==> config.mk <==
export PLATFORM = sky130hd
export DESIGN_NAME = tlc_ctrl
export DESIGN_NICKNAME = d
export VERILOG_FILES = /design/src/rtl/tlc_pkg.sv /design/src/rtl/tlc_tick_div.sv /design/src/rtl/tlc_phase_fsm.sv /design/src/rtl/tlc_seg_dec.sv /design/src/rtl/tlc_ctrl.sv
export SDC_FILE = /design/constraint.sdc
export NUM_CORES = 1
export LEC_CHECK = 0
export BUFFER_PORTS_ARGS = -buffer_cell sky130_fd_sc_hd__buf_2
export CAP_MARGIN = 20
export CORE_MARGIN = 4
export CORE_UTILIZATION = 40
export CTS_BUF_LIST = sky130_fd_sc_hd__clkbuf_8 sky130_fd_sc_hd__clkbuf_16
export DETAILED_ROUTE_END_ITERATION = 12
export PLACE_DENSITY = 0.55
export SYNTH_ARGS = -nofsm -noshare
export SYNTH_HDL_FRONTEND = slang
export SYNTH_SLANG_ARGS = --single-unit
==> constraint.sdc <==
create_clock -name clk_i -period 3.37 [get_ports clk_i]
set_clock_uncertainty 0.2 [all_clocks]
set_input_delay 0 -clock clk_i [delete_from_list [all_inputs] [get_ports clk_i]]
set_output_delay 0 -clock clk_i [all_outputs]
set_load 0.005 [all_outputs]
==> src/rtl/tlc_pkg.sv <==
package tlc_pkg;
  localparam int LAMP_W = 4;
  localparam int PH_W   = 3;
  localparam logic [LAMP_W-1:0] LAMP_RED = 4'b1000;
  localparam logic [LAMP_W-1:0] LAMP_GRN = 4'b0100;
  localparam logic [LAMP_W-1:0] LAMP_YEL = 4'b0010;
  localparam logic [LAMP_W-1:0] LAMP_LFT = 4'b0001;

  function automatic logic [7:0] to_bcd(input int d);
    return {4'((d / 10) % 10), 4'(d % 10)};
  endfunction

  function automatic logic [7:0] bcd_dec(input logic [7:0] v);
    if (v[3:0] == 4'd0) return {v[7:4] - 4'd1, 4'd9};
    return {v[7:4], v[3:0] - 4'd1};
  endfunction
endpackage

==> src/rtl/tlc_tick_div.sv <==
module tlc_tick_div #(
  parameter int DIV_CNT = 50_000_000
) (
  input  logic clk_i,
  input  logic rst_ni,
  output logic tick_o
);
  localparam int CW = (DIV_CNT > 1) ? $clog2(DIV_CNT) : 1;
  localparam logic [CW-1:0] LAST = CW'(DIV_CNT - 1);

  logic [CW-1:0] cnt_q;

  assign tick_o = (cnt_q == LAST);

  always_ff @(posedge clk_i or negedge rst_ni) begin
    if (!rst_ni)     cnt_q <= '0;
    else if (tick_o) cnt_q <= '0;
    else             cnt_q <= cnt_q + 1'b1;
  end

  // the counter never passes its terminal value
  assert_div_range_R7: assert property (@(posedge clk_i) disable iff (!rst_ni)
    cnt_q <= LAST);
endmodule

==> src/rtl/tlc_phase_fsm.sv <==
module tlc_phase_fsm
  import tlc_pkg::*;
#(
  parameter int GRN_A_S = 40,
  parameter int LFT_A_S = 15,
  parameter int GRN_B_S = 30,
  parameter int LFT_B_S = 15,
  parameter int YEL_S   = 5,
  parameter int RED_A_S = 55,
  parameter int RED_B_S = 65
) (
  input  logic              clk_i,
  input  logic              rst_ni,
  input  logic              tick_i,
  output logic [LAMP_W-1:0] lamp_a_o,
  output logic [LAMP_W-1:0] lamp_b_o,
  output logic [7:0]        cnt_a_o,
  output logic [7:0]        cnt_b_o
);
  localparam logic [7:0] BCD_ONE = 8'h01;

  logic [PH_W-1:0] phase_q, phase_nxt;
  logic            run_q;
  logic [7:0]      cnt_a_q, cnt_b_q, def_cnt;

  function automatic int dur_a(input logic [PH_W-1:0] p);
    case (p)
      3'd0:       return GRN_A_S;
      3'd1, 3'd3: return YEL_S;
      3'd2:       return LFT_A_S;
      default:    return RED_A_S;
    endcase
  endfunction

  function automatic int dur_b(input logic [PH_W-1:0] p);
    case (p)
      3'd4:       return GRN_B_S;
      3'd5, 3'd7: return YEL_S;
      3'd6:       return LFT_B_S;
      default:    return RED_B_S;
    endcase
  endfunction

  function automatic logic [LAMP_W-1:0] lamp_of(input logic [1:0] step, input logic active);
    if (!active) return LAMP_RED;
    case (step)
      2'd0:       return LAMP_GRN;
      2'd2:       return LAMP_LFT;
      default:    return LAMP_YEL;
    endcase
  endfunction

  assign phase_nxt = phase_q + 1'b1;
  // phases 0..3 are timed by road A, 4..7 by road B
  assign def_cnt   = phase_q[2] ? cnt_b_q : cnt_a_q;

  always_ff @(posedge clk_i or negedge rst_ni) begin
    if (!rst_ni) begin
      phase_q <= '0;
      run_q   <= 1'b0;
      cnt_a_q <= '0;
      cnt_b_q <= '0;
    end else if (tick_i) begin
      if (!run_q) begin
        run_q   <= 1'b1;
        cnt_a_q <= to_bcd(dur_a(phase_q));
        cnt_b_q <= to_bcd(dur_b(phase_q));
      end else begin
        if (def_cnt == BCD_ONE) phase_q <= phase_nxt;
        cnt_a_q <= (cnt_a_q == BCD_ONE) ? to_bcd(dur_a(phase_nxt)) : bcd_dec(cnt_a_q);
        cnt_b_q <= (cnt_b_q == BCD_ONE) ? to_bcd(dur_b(phase_nxt)) : bcd_dec(cnt_b_q);
      end
    end
  end

  assign lamp_a_o = lamp_of(phase_q[1:0], run_q & ~phase_q[2]);
  assign lamp_b_o = lamp_of(phase_q[1:0], run_q &  phase_q[2]);
  assign cnt_a_o  = cnt_a_q;
  assign cnt_b_o  = cnt_b_q;

  assert_lamp_onehot_R2: assert property (@(posedge clk_i) disable iff (!rst_ni)
    $onehot(lamp_a_o) && $onehot(lamp_b_o));

  assert_no_conflict_R5: assert property (@(posedge clk_i) disable iff (!rst_ni)
    (lamp_a_o == LAMP_RED) || (lamp_b_o == LAMP_RED));

  assert_bcd_digits_R6: assert property (@(posedge clk_i) disable iff (!rst_ni)
    (cnt_a_q[3:0] <= 4'd9) && (cnt_a_q[7:4] <= 4'd9) &&
    (cnt_b_q[3:0] <= 4'd9) && (cnt_b_q[7:4] <= 4'd9));

  assert_hold_between_ticks_R7: assert property (@(posedge clk_i) disable iff (!rst_ni)
    !tick_i |=> $stable(cnt_a_q) && $stable(cnt_b_q) && $stable(phase_q));

  assert_red_sum_a_to_b_R10: assert property (@(posedge clk_i) disable iff (!rst_ni)
    (tick_i && run_q && phase_q == 3'd3 && cnt_a_q == BCD_ONE) |-> (cnt_b_q == BCD_ONE));

  assert_red_sum_b_to_a_R10: assert property (@(posedge clk_i) disable iff (!rst_ni)
    (tick_i && run_q && phase_q == 3'd7 && cnt_b_q == BCD_ONE) |-> (cnt_a_q == BCD_ONE));
endmodule

==> src/rtl/tlc_seg_dec.sv <==
module tlc_seg_dec (
  input  logic [3:0] digit_i,
  output logic [7:0] seg_no
);
  always_comb begin
    case (digit_i)
      4'h0: seg_no = 8'hC0;
      4'h1: seg_no = 8'hF9;
      4'h2: seg_no = 8'hA4;
      4'h3: seg_no = 8'hB0;
      4'h4: seg_no = 8'h99;
      4'h5: seg_no = 8'h92;
      4'h6: seg_no = 8'h82;
      4'h7: seg_no = 8'hF8;
      4'h8: seg_no = 8'h80;
      4'h9: seg_no = 8'h90;
      4'hA: seg_no = 8'h88;
      4'hB: seg_no = 8'h83;
      4'hC: seg_no = 8'hC6;
      4'hD: seg_no = 8'hA1;
      4'hE: seg_no = 8'h86;
      default: seg_no = 8'h8E;
    endcase
  end
endmodule

==> src/rtl/tlc_ctrl.sv <==
module tlc_ctrl
  import tlc_pkg::*;
#(
  parameter int DIV_CNT = 50_000_000,
  parameter int GRN_A_S = 40,
  parameter int LFT_A_S = 15,
  parameter int GRN_B_S = 30,
  parameter int LFT_B_S = 15,
  parameter int YEL_S   = 5,
  parameter int RED_A_S = 55,
  parameter int RED_B_S = 65
) (
  input  logic       clk_i,
  input  logic       rst_ni,
  output logic [3:0] lamp_a_o,
  output logic [3:0] lamp_b_o,
  output logic [7:0] cnt_a_o,
  output logic [7:0] cnt_b_o,
  output logic [7:0] seg_a_hi_o,
  output logic [7:0] seg_a_lo_o,
  output logic [7:0] seg_b_hi_o,
  output logic [7:0] seg_b_lo_o
);
  localparam int NDIG = 4;

  logic             tick;
  logic [NDIG-1:0][3:0] digits;
  logic [NDIG-1:0][7:0] segs;

  tlc_tick_div #(.DIV_CNT(DIV_CNT)) u_div (
    .clk_i (clk_i),
    .rst_ni(rst_ni),
    .tick_o(tick)
  );

  tlc_phase_fsm #(
    .GRN_A_S(GRN_A_S), .LFT_A_S(LFT_A_S),
    .GRN_B_S(GRN_B_S), .LFT_B_S(LFT_B_S),
    .YEL_S(YEL_S), .RED_A_S(RED_A_S), .RED_B_S(RED_B_S)
  ) u_fsm (
    .clk_i   (clk_i),
    .rst_ni  (rst_ni),
    .tick_i  (tick),
    .lamp_a_o(lamp_a_o),
    .lamp_b_o(lamp_b_o),
    .cnt_a_o (cnt_a_o),
    .cnt_b_o (cnt_b_o)
  );

  assign digits = {cnt_b_o[3:0], cnt_b_o[7:4], cnt_a_o[3:0], cnt_a_o[7:4]};

  for (genvar g = 0; g < NDIG; g++) begin : g_dig
    tlc_seg_dec u_dec (.digit_i(digits[g]), .seg_no(segs[g]));
  end

  assign seg_a_hi_o = segs[0];
  assign seg_a_lo_o = segs[1];
  assign seg_b_hi_o = segs[2];
  assign seg_b_lo_o = segs[3];
endmodule

==> summary.md, run 1 <==
| Metric | Value |
|---|---|
| First-pass GRT wire length | 16400 um |
| Number of global-route vias before repair | 3303 |
| Seq/Total Area, Yosys | 29.3% |
| Syn Inst Count | 468 |
| Critical path's slowest cell | dfrtp_1 |
| Die footprint | 11500 um^2 |
| Initial antenna violation count | 0 |
| Number of synthesized flops with an enable pin | 0 |
| HPWL Detailed | 7100 um |
| FP Rows | 35 |
| Routed WL | 9850 um |
| GPL Wtd Cong | 0.838 |
| RSZ-0062 raised after global routing | false |
| CP required | 3.35 ns |
| Max-cap violations | 0 |
| Grt ovf | 0 |
| Via count | 3526 |
| Type of the worst setup path | register to register |
| Fin crit period | 2.73 ns |
| Vias/cell | 5.55 |
| Die boundary height | 107 um |
| Fmax | 0.366 GHz |
| NumNets Final | 541 |
| Largest net degree at the start of global routing | 47 |
| Worst r2r path cells | 7 |
| Clk_lat worst skew | 0.30 ns |
| Largest stage delay, worst path | 0.71 ns |
| Critical path data arrival time | 2.71 ns |
| Critical-path cell list | ha_1 -> xor2_1 -> nand2_1 -> ha_1 -> nor2_1 -> o311ai_1 -> o21ai_1 |
| Drt pass-1 iters | 5 |
| Lkg Pwr | 2.01 nW |
| Worst-margin pin slew | 0.828 ns |
| Antenna-violating nets left | 0 |
| Post-cts repair resize count | 0 |
| PortBufs | 53 |
| Final Max Tran Viols | 0 |
| Critical path capture point type | register |
| Synth Flop Type | dfrtp_1 |
| Initial core utilization | 41.7% |
| Setup violations, final | 0 |
| Yosys reg bits | 46 |
| Setup TNS after final layout | 0 ns |
| Root Buffer | clkbuf_8 |
| Clock Path Buffers | 2 |
| Distinct cell type count after synthesis | 65 |
| Area Overhead vs Synth | 12.0% |
| Fin. Hold Viols | 0 |
| Final Util | 46.8% |
| Slew HR | 44.8% |
| DRC | 0 |
| Syn Area/Cell | 8.40 um^2 |
| TritonCTS clock tree | yes |
| Power Density | 224 nW/um^2 |
| CTS Sinks | 46 |
| Overall Global Routing Usage | 17.4% |
| Core Box Area | 9420 um^2 |
| Status | completed |
| YS warnings | 0 |
| Period utilization | 81.0% |
| DR iter-0 viols | 158 |
| WL/cell | 15.5 um |
| Inserted Clock Buffers | 5 |
| Clock Pin Slew Worst Setup and Hold Paths | 0.09 ns |
| Crit path max fanout | 19 |
| H-tree Lvls | 2 |
| FFs w/ async S/R, synth | 100% |
| HP Class | input pin to async pin |
| Layout cell share with drive strength beyond 1 | 16.8% |
| Worst-case hold slack | 0.0378 ns |
| Top Ports | 58 |
| Cell mode on critical path | ha_1 |
| Type of origin of the critical path | register |
| ANT cells | 0 |
| Synthesized cell area | 3930 um^2 |
| Maximum vdd drop | 0.000192 V |
| Die width | 107 um |
flip-flops by register name, indices dropped and copies added, names as in the netlist:
register,cells
u_fsm.cnt_a_o,8
u_fsm.phase_q,3
u_fsm.cnt_b_o,8
u_div.cnt_q,26
u_fsm.run_q,1
kinds of logic after synthesis:
| family | Yosys count | share of synthesized area [%] |
|---|---|---|
| other | 1 | 0.0954 |
| xor gates and xnor gates | 26 | 5.79 |
| muxes | 17 | 4.78 |
| adders and majority gates | 34 | 10.8 |
| buffers and inverters | 53 | 5.76 |
| DFF | 46 | 29.3 |
| and+or+nand+nor | 184 | 26.3 |
| AOI/OAI and AO/OA | 107 | 17.2 |
power by group:
group | switching [mW] | internal, mW
logic | 0.0129 | 0.00439
clock network | 0.198 | 0.219
registers | 0 | 0.551
total | 0.211 | 0.774
critical path, delay by kind of cell, from the launching register on:
family          cells  cell delay [ns]
simple gates        2             0.19
compound gates      2             0.38
fa+ha+maj           2             0.83
xor+xnor            1             0.30
flops               1             0.71
cell usage after synthesis, drive strengths merged (12+ instances only):
cell type | n | area share [%]
a21oi | 15 | 1.9
xor2 | 13 | 2.9
clkbuf | 24 | 2.3
inv | 20 | 1.9
nand2 | 44 | 4.2
nor3 | 13 | 1.9
nand3 | 22 | 2.8
xnor2 | 13 | 2.9
and3 | 14 | 2.2
dfrtp | 46 | 29
mux2i | 12 | 3.1
ha | 34 | 11
nor2 | 30 | 2.9
o21ai | 50 | 6.4
metrics by stage:
step | cell area, um^2 | setup WS (ns) | std cells | total power [mW]
final | 4400 | 0.641 | 635 | 0.985
after global routing | 4400 | 0.468 | 635 | 1.03
after CTS | 4370 | 0.679 | 634 | 1.00
after detailed placement | 4250 | 0.721 | 625 | 0.576
after global placement | 4250 | 0.751 | 625 | 0.576
after floorplan | 3940 | 0.961 | 471 | 0.567
final cells by class:
type / count / area, um^2
clock inverter: 3 / 41.3
timing repair buffer: 60 / 340
sequential: 46 / 1150
inverter: 20 / 75.1
multi-input combinational: 372 / 2560
tap: 129 / 161
fill: 953 / 5010
clock buffer: 5 / 68.8
worst paths after layout:
kind	end	from	slack (ns)
min in group clk_i	u_div.cnt_q[4]	u_div.cnt_q[4]	0.28
worst max-delay path	u_fsm.cnt_b_o[1]	u_fsm.phase_q[0]	0.64
worst min-delay path	u_div.cnt_q[21]	rst_ni	0.04
worst min register to register	u_div.cnt_q[4]	u_div.cnt_q[4]	0.28
max in group asynchronous	u_fsm.cnt_b_o[3]	rst_ni	2.40
worst max register to register	u_fsm.cnt_b_o[1]	u_fsm.phase_q[0]	0.64
layer usage:
metal | wire length (um) | global-route usage [%]
met5 | 0 | 0
met2 | 4700 | 28.6
met1 | 4610 | 24.4
met4 | 52 | 3.11
met3 | 485 | 2.53
what timing repair did:
item / CTS / global route
hold endpoints to repair: 46 / 0
hold buffers: 1 / 0
buffers inserted: 0 / 0
layout by cell type (no fill, tap or decap), drive strengths merged, types with 6 or more instances in the layout:
cell	synthesis	layout
nand2	44	44
and3	14	14
xnor2	13	13
a21oi	15	15
nor2	30	30
nor2b	9	9
o21ai	50	50
dfrtp	46	46
nand4	9	9
nand3	22	22
xor2	13	13
ha	34	34
nor3b	6	6
mux2i	12	12
inv	20	21
nor3	13	13
buf	9	59
a311oi	6	6
Power figures use the tool's default switching activity.
==> run 2: changes to the inputs <==
--- a/config.mk
+++ b/config.mk
@@ -11,7 +11,7 @@
 export CORE_UTILIZATION = 40
 export CTS_BUF_LIST = sky130_fd_sc_hd__clkbuf_8 sky130_fd_sc_hd__clkbuf_16
 export DETAILED_ROUTE_END_ITERATION = 12
-export PLACE_DENSITY = 0.55
+export PLACE_DENSITY = 0.58
 export SYNTH_ARGS = -nofsm -noshare
 export SYNTH_HDL_FRONTEND = slang
 export SYNTH_SLANG_ARGS = --single-unit
==> constraint.sdc (replaced) <==
create_clock -name clk_i -period 2.23 [get_ports clk_i]
set_clock_uncertainty 0.2 [all_clocks]
set_input_delay 0 -clock clk_i [delete_from_list [all_inputs] [get_ports clk_i]]
set_output_delay 0 -clock clk_i [all_outputs]
set_load 0.005 [all_outputs]
==> run 2 against run 1 <==
  * Sequential power is 51% higher
  * Die area stayed put
  * Highest routed layer unchanged
  * Utilization is 6.1 points higher
  * Combinational power is 57% higher
  * Final cell count is 9.8% higher
==> summary.md, run 2 (same netlist as run 1, synthesis figures left out) <==
| Metric | Value |
|---|---|
| GPL Wtd Cong | 0.865 |
| Drt pass-1 iters | 5 |
| Most Crowded Layer GR | met2 |
| Fin. Hold Viols | 0 |
| Multi-input logic area | 2650 um^2 |
| Initial core utilization | 41.7% |
| DRC | 0 |
| Type of the worst setup path | register to register |
| CTS Sinks | 46 |
| Layout fillers | 923 |
| Type of origin of the critical path | register |
| Via count | 3770 |
| Core Box Area | 9420 um^2 |
| FP Rows | 35 |
| Met1 usage | 25.7% |
| Routed WL | 10500 um |
| Register share of total power | 55.4% |
| Grt ovf | 0 |
| Power Density | 302 nW/um^2 |
| Top Ports | 58 |
| Fmax | 0.449 GHz |
| Critical-path cell list | inv_2 -> ha_4 -> or3b_4 -> or4_4 -> or4_1 -> o21ai_1 |
| Maximum vdd drop | 0.000333 V |
| Hold path endpoint | u_div.cnt_q[4] |
| Root Buffer | clkbuf_8 |
| Initial antenna violation count | 0 |
| Worst-case hold slack | 0.286 ns |
| RR Endpoint | u_fsm.cnt_a_o[7] |
| Number of global-route vias before repair | 3685 |
| Status | completed |
| Critical path data arrival time | 2.27 ns |
| Worst hold stages | 1 |
| NumNets Final | 603 |
| Overall Global Routing Usage | 18.8% |
| Die boundary height | 107 um |
| Switching share of total power | 22.1% |
| Clk_lat worst skew | 0.31 ns |
| WL/cell | 15.0 um |
| GR Util met3 | 2.65% |
| PortBufs | 53 |
| Area Overhead vs Synth | 26.5% |
| Worst reg2reg path startpoint | u_fsm.cnt_a_o[1] |
| HP Class | register to register |
| Setup TNS after final layout | 0 ns |
| H-tree Lvls | 2 |
| Layout cell share with drive strength beyond 1 | 29.6% |
| TritonCTS clock tree | yes |
| Largest net degree at the start of global routing | 28 |
| Largest register FFs | 26 |
| Fin crit period | 2.23 ns |
| Lkg Pwr | 2.32 nW |
| Critical path's slowest cell | or4_4 |
| Largest stage delay, worst path | 0.42 ns |
| Internal | 1.17 mW |
| HP Start | u_div.cnt_q[4] |
| Most frequent cells in the layout | buf_4, buf_2, nand2_1 |
| Period utilization | 99.9% |
| Clock Pin Slew Worst Setup and Hold Paths | 0.10 ns |
| Antenna-violating nets left | 0 |
| Layout Cells excl Fill | 697 |
| HPWL Detailed | 7900 um |
| Sequential cell area | 1160 um^2 |
| R2r setup slk | 0.003 ns |
| Setup violations, final | 0 |
| Die footprint | 11500 um^2 |
| Most flops, register | u_div.cnt_q |
| Inserted Clock Buffers | 5 |
| Crit path max fanout | 3 |
| DR iter-0 viols | 188 |
| Critical path capture point type | register |
| ANT cells | 0 |
| Die width | 107 um |
| Worst r2r path cells | 6 |
| CP Launch Point | u_fsm.cnt_a_o[1] |
| RSZ-0062 raised after global routing | true |
| Commonest non-fill, non-tap cell in the layout | buf_4 |
| Max-cap violations | 0 |
| Switching Power | 0.332 mW |
| Vias/cell | 5.41 |
| CP required | 2.27 ns |
| Clock Path Buffers | 2 |
| Placed cell count | 680 |
| Clk pwr share | 42.8% |
| Final Max Tran Viols | 0 |
| Part of the power in combinational logic | 1.8% |
| GR Util met2 | 31.5% |
| First-pass GRT wire length | 17800 um |
-- run 2: changes by cell type in the layout (fill, tap and decap cells not counted), sizes merged --
cell and delta:
buf +60, dlygate4sd3 +2
-- run 2: power by group through the flow --
stage	clock, mW	combinational [mW]	sequential, mW
3_5_place_dp	0	0.0242	0.850
6_report	0.643	0.0271	0.833
5_1_grt	0.691	0.0317	0.833
2_1_floorplan	0	0.00655	0.850
3_3_place_gp	0	0.0243	0.850
4_1_cts	0.659	0.0285	0.833
-- run 2: critical path, delay by kind of cell (launching register included) --
kind | cells | cell delay, ns
AO/OA/AOI/OAI | 1 | 0.13
adder cells (fa/ha/maj) | 1 | 0.14
buffers and inverters | 1 | 0.09
flip-flops | 1 | 0.41
AND/OR/NAND/NOR | 3 | 1.20
-- run 2: how the worst max path moves through the flow --
stage / to / depth (start not counted)
after floorplan: u_fsm.cnt_b_o[0] / 7
after global placement: u_fsm.cnt_b_o[0] / 7
after detailed placement: u_fsm.cnt_b_o[0] / 7
after CTS: u_fsm.cnt_b_o[0] / 7
after global routing: u_fsm.cnt_b_o[1] / 7
final: u_fsm.cnt_a_o[7] / 6
-- run 2: what timing repair did --
action                     CTS  global route
hold endpoints to repair    46             0
hold buffers                 3             0
pin swaps                    1             2
setup endpoints to repair    3            15
resized for setup            3            14
setup buffers                1             5
-- run 2: cell type report --
| cell class | instances | share of cell area, % |
|---|---|---|
| clock inverters | 3 | 0.830 |
| multi-input cells | 372 | 53.2 |
| repair buffers | 122 | 16.5 |
| flip-flops and latches | 46 | 23.3 |
| well taps | 129 | 3.25 |
| inverters | 20 | 1.51 |
| clock buffers | 5 | 1.38 |
-- run 2: layer usage --
metal | routed length (um) | part of all wire, %
met5 | 0 | 0
met4 | 83 | 0.79
met3 | 376 | 3.6
met2 | 5200 | 50
met1 | 4820 | 46
-- run 2: per-stage QoR --
stage / instance area [um^2] / power, mW / worst slack, ns / util (%)
after global placement: 4710 / 0.874 / 0.0463 / 50.1
after CTS: 4880 / 1.52 / 0.00440 / 51.9
after detailed placement: 4710 / 0.874 / 0.0117 / 50.1
final: 4970 / 1.50 / 0.00308 / 52.8
after global routing: 4970 / 1.56 / -0.0983 / 52.8
after floorplan: 3970 / 0.857 / -0.0520 / -
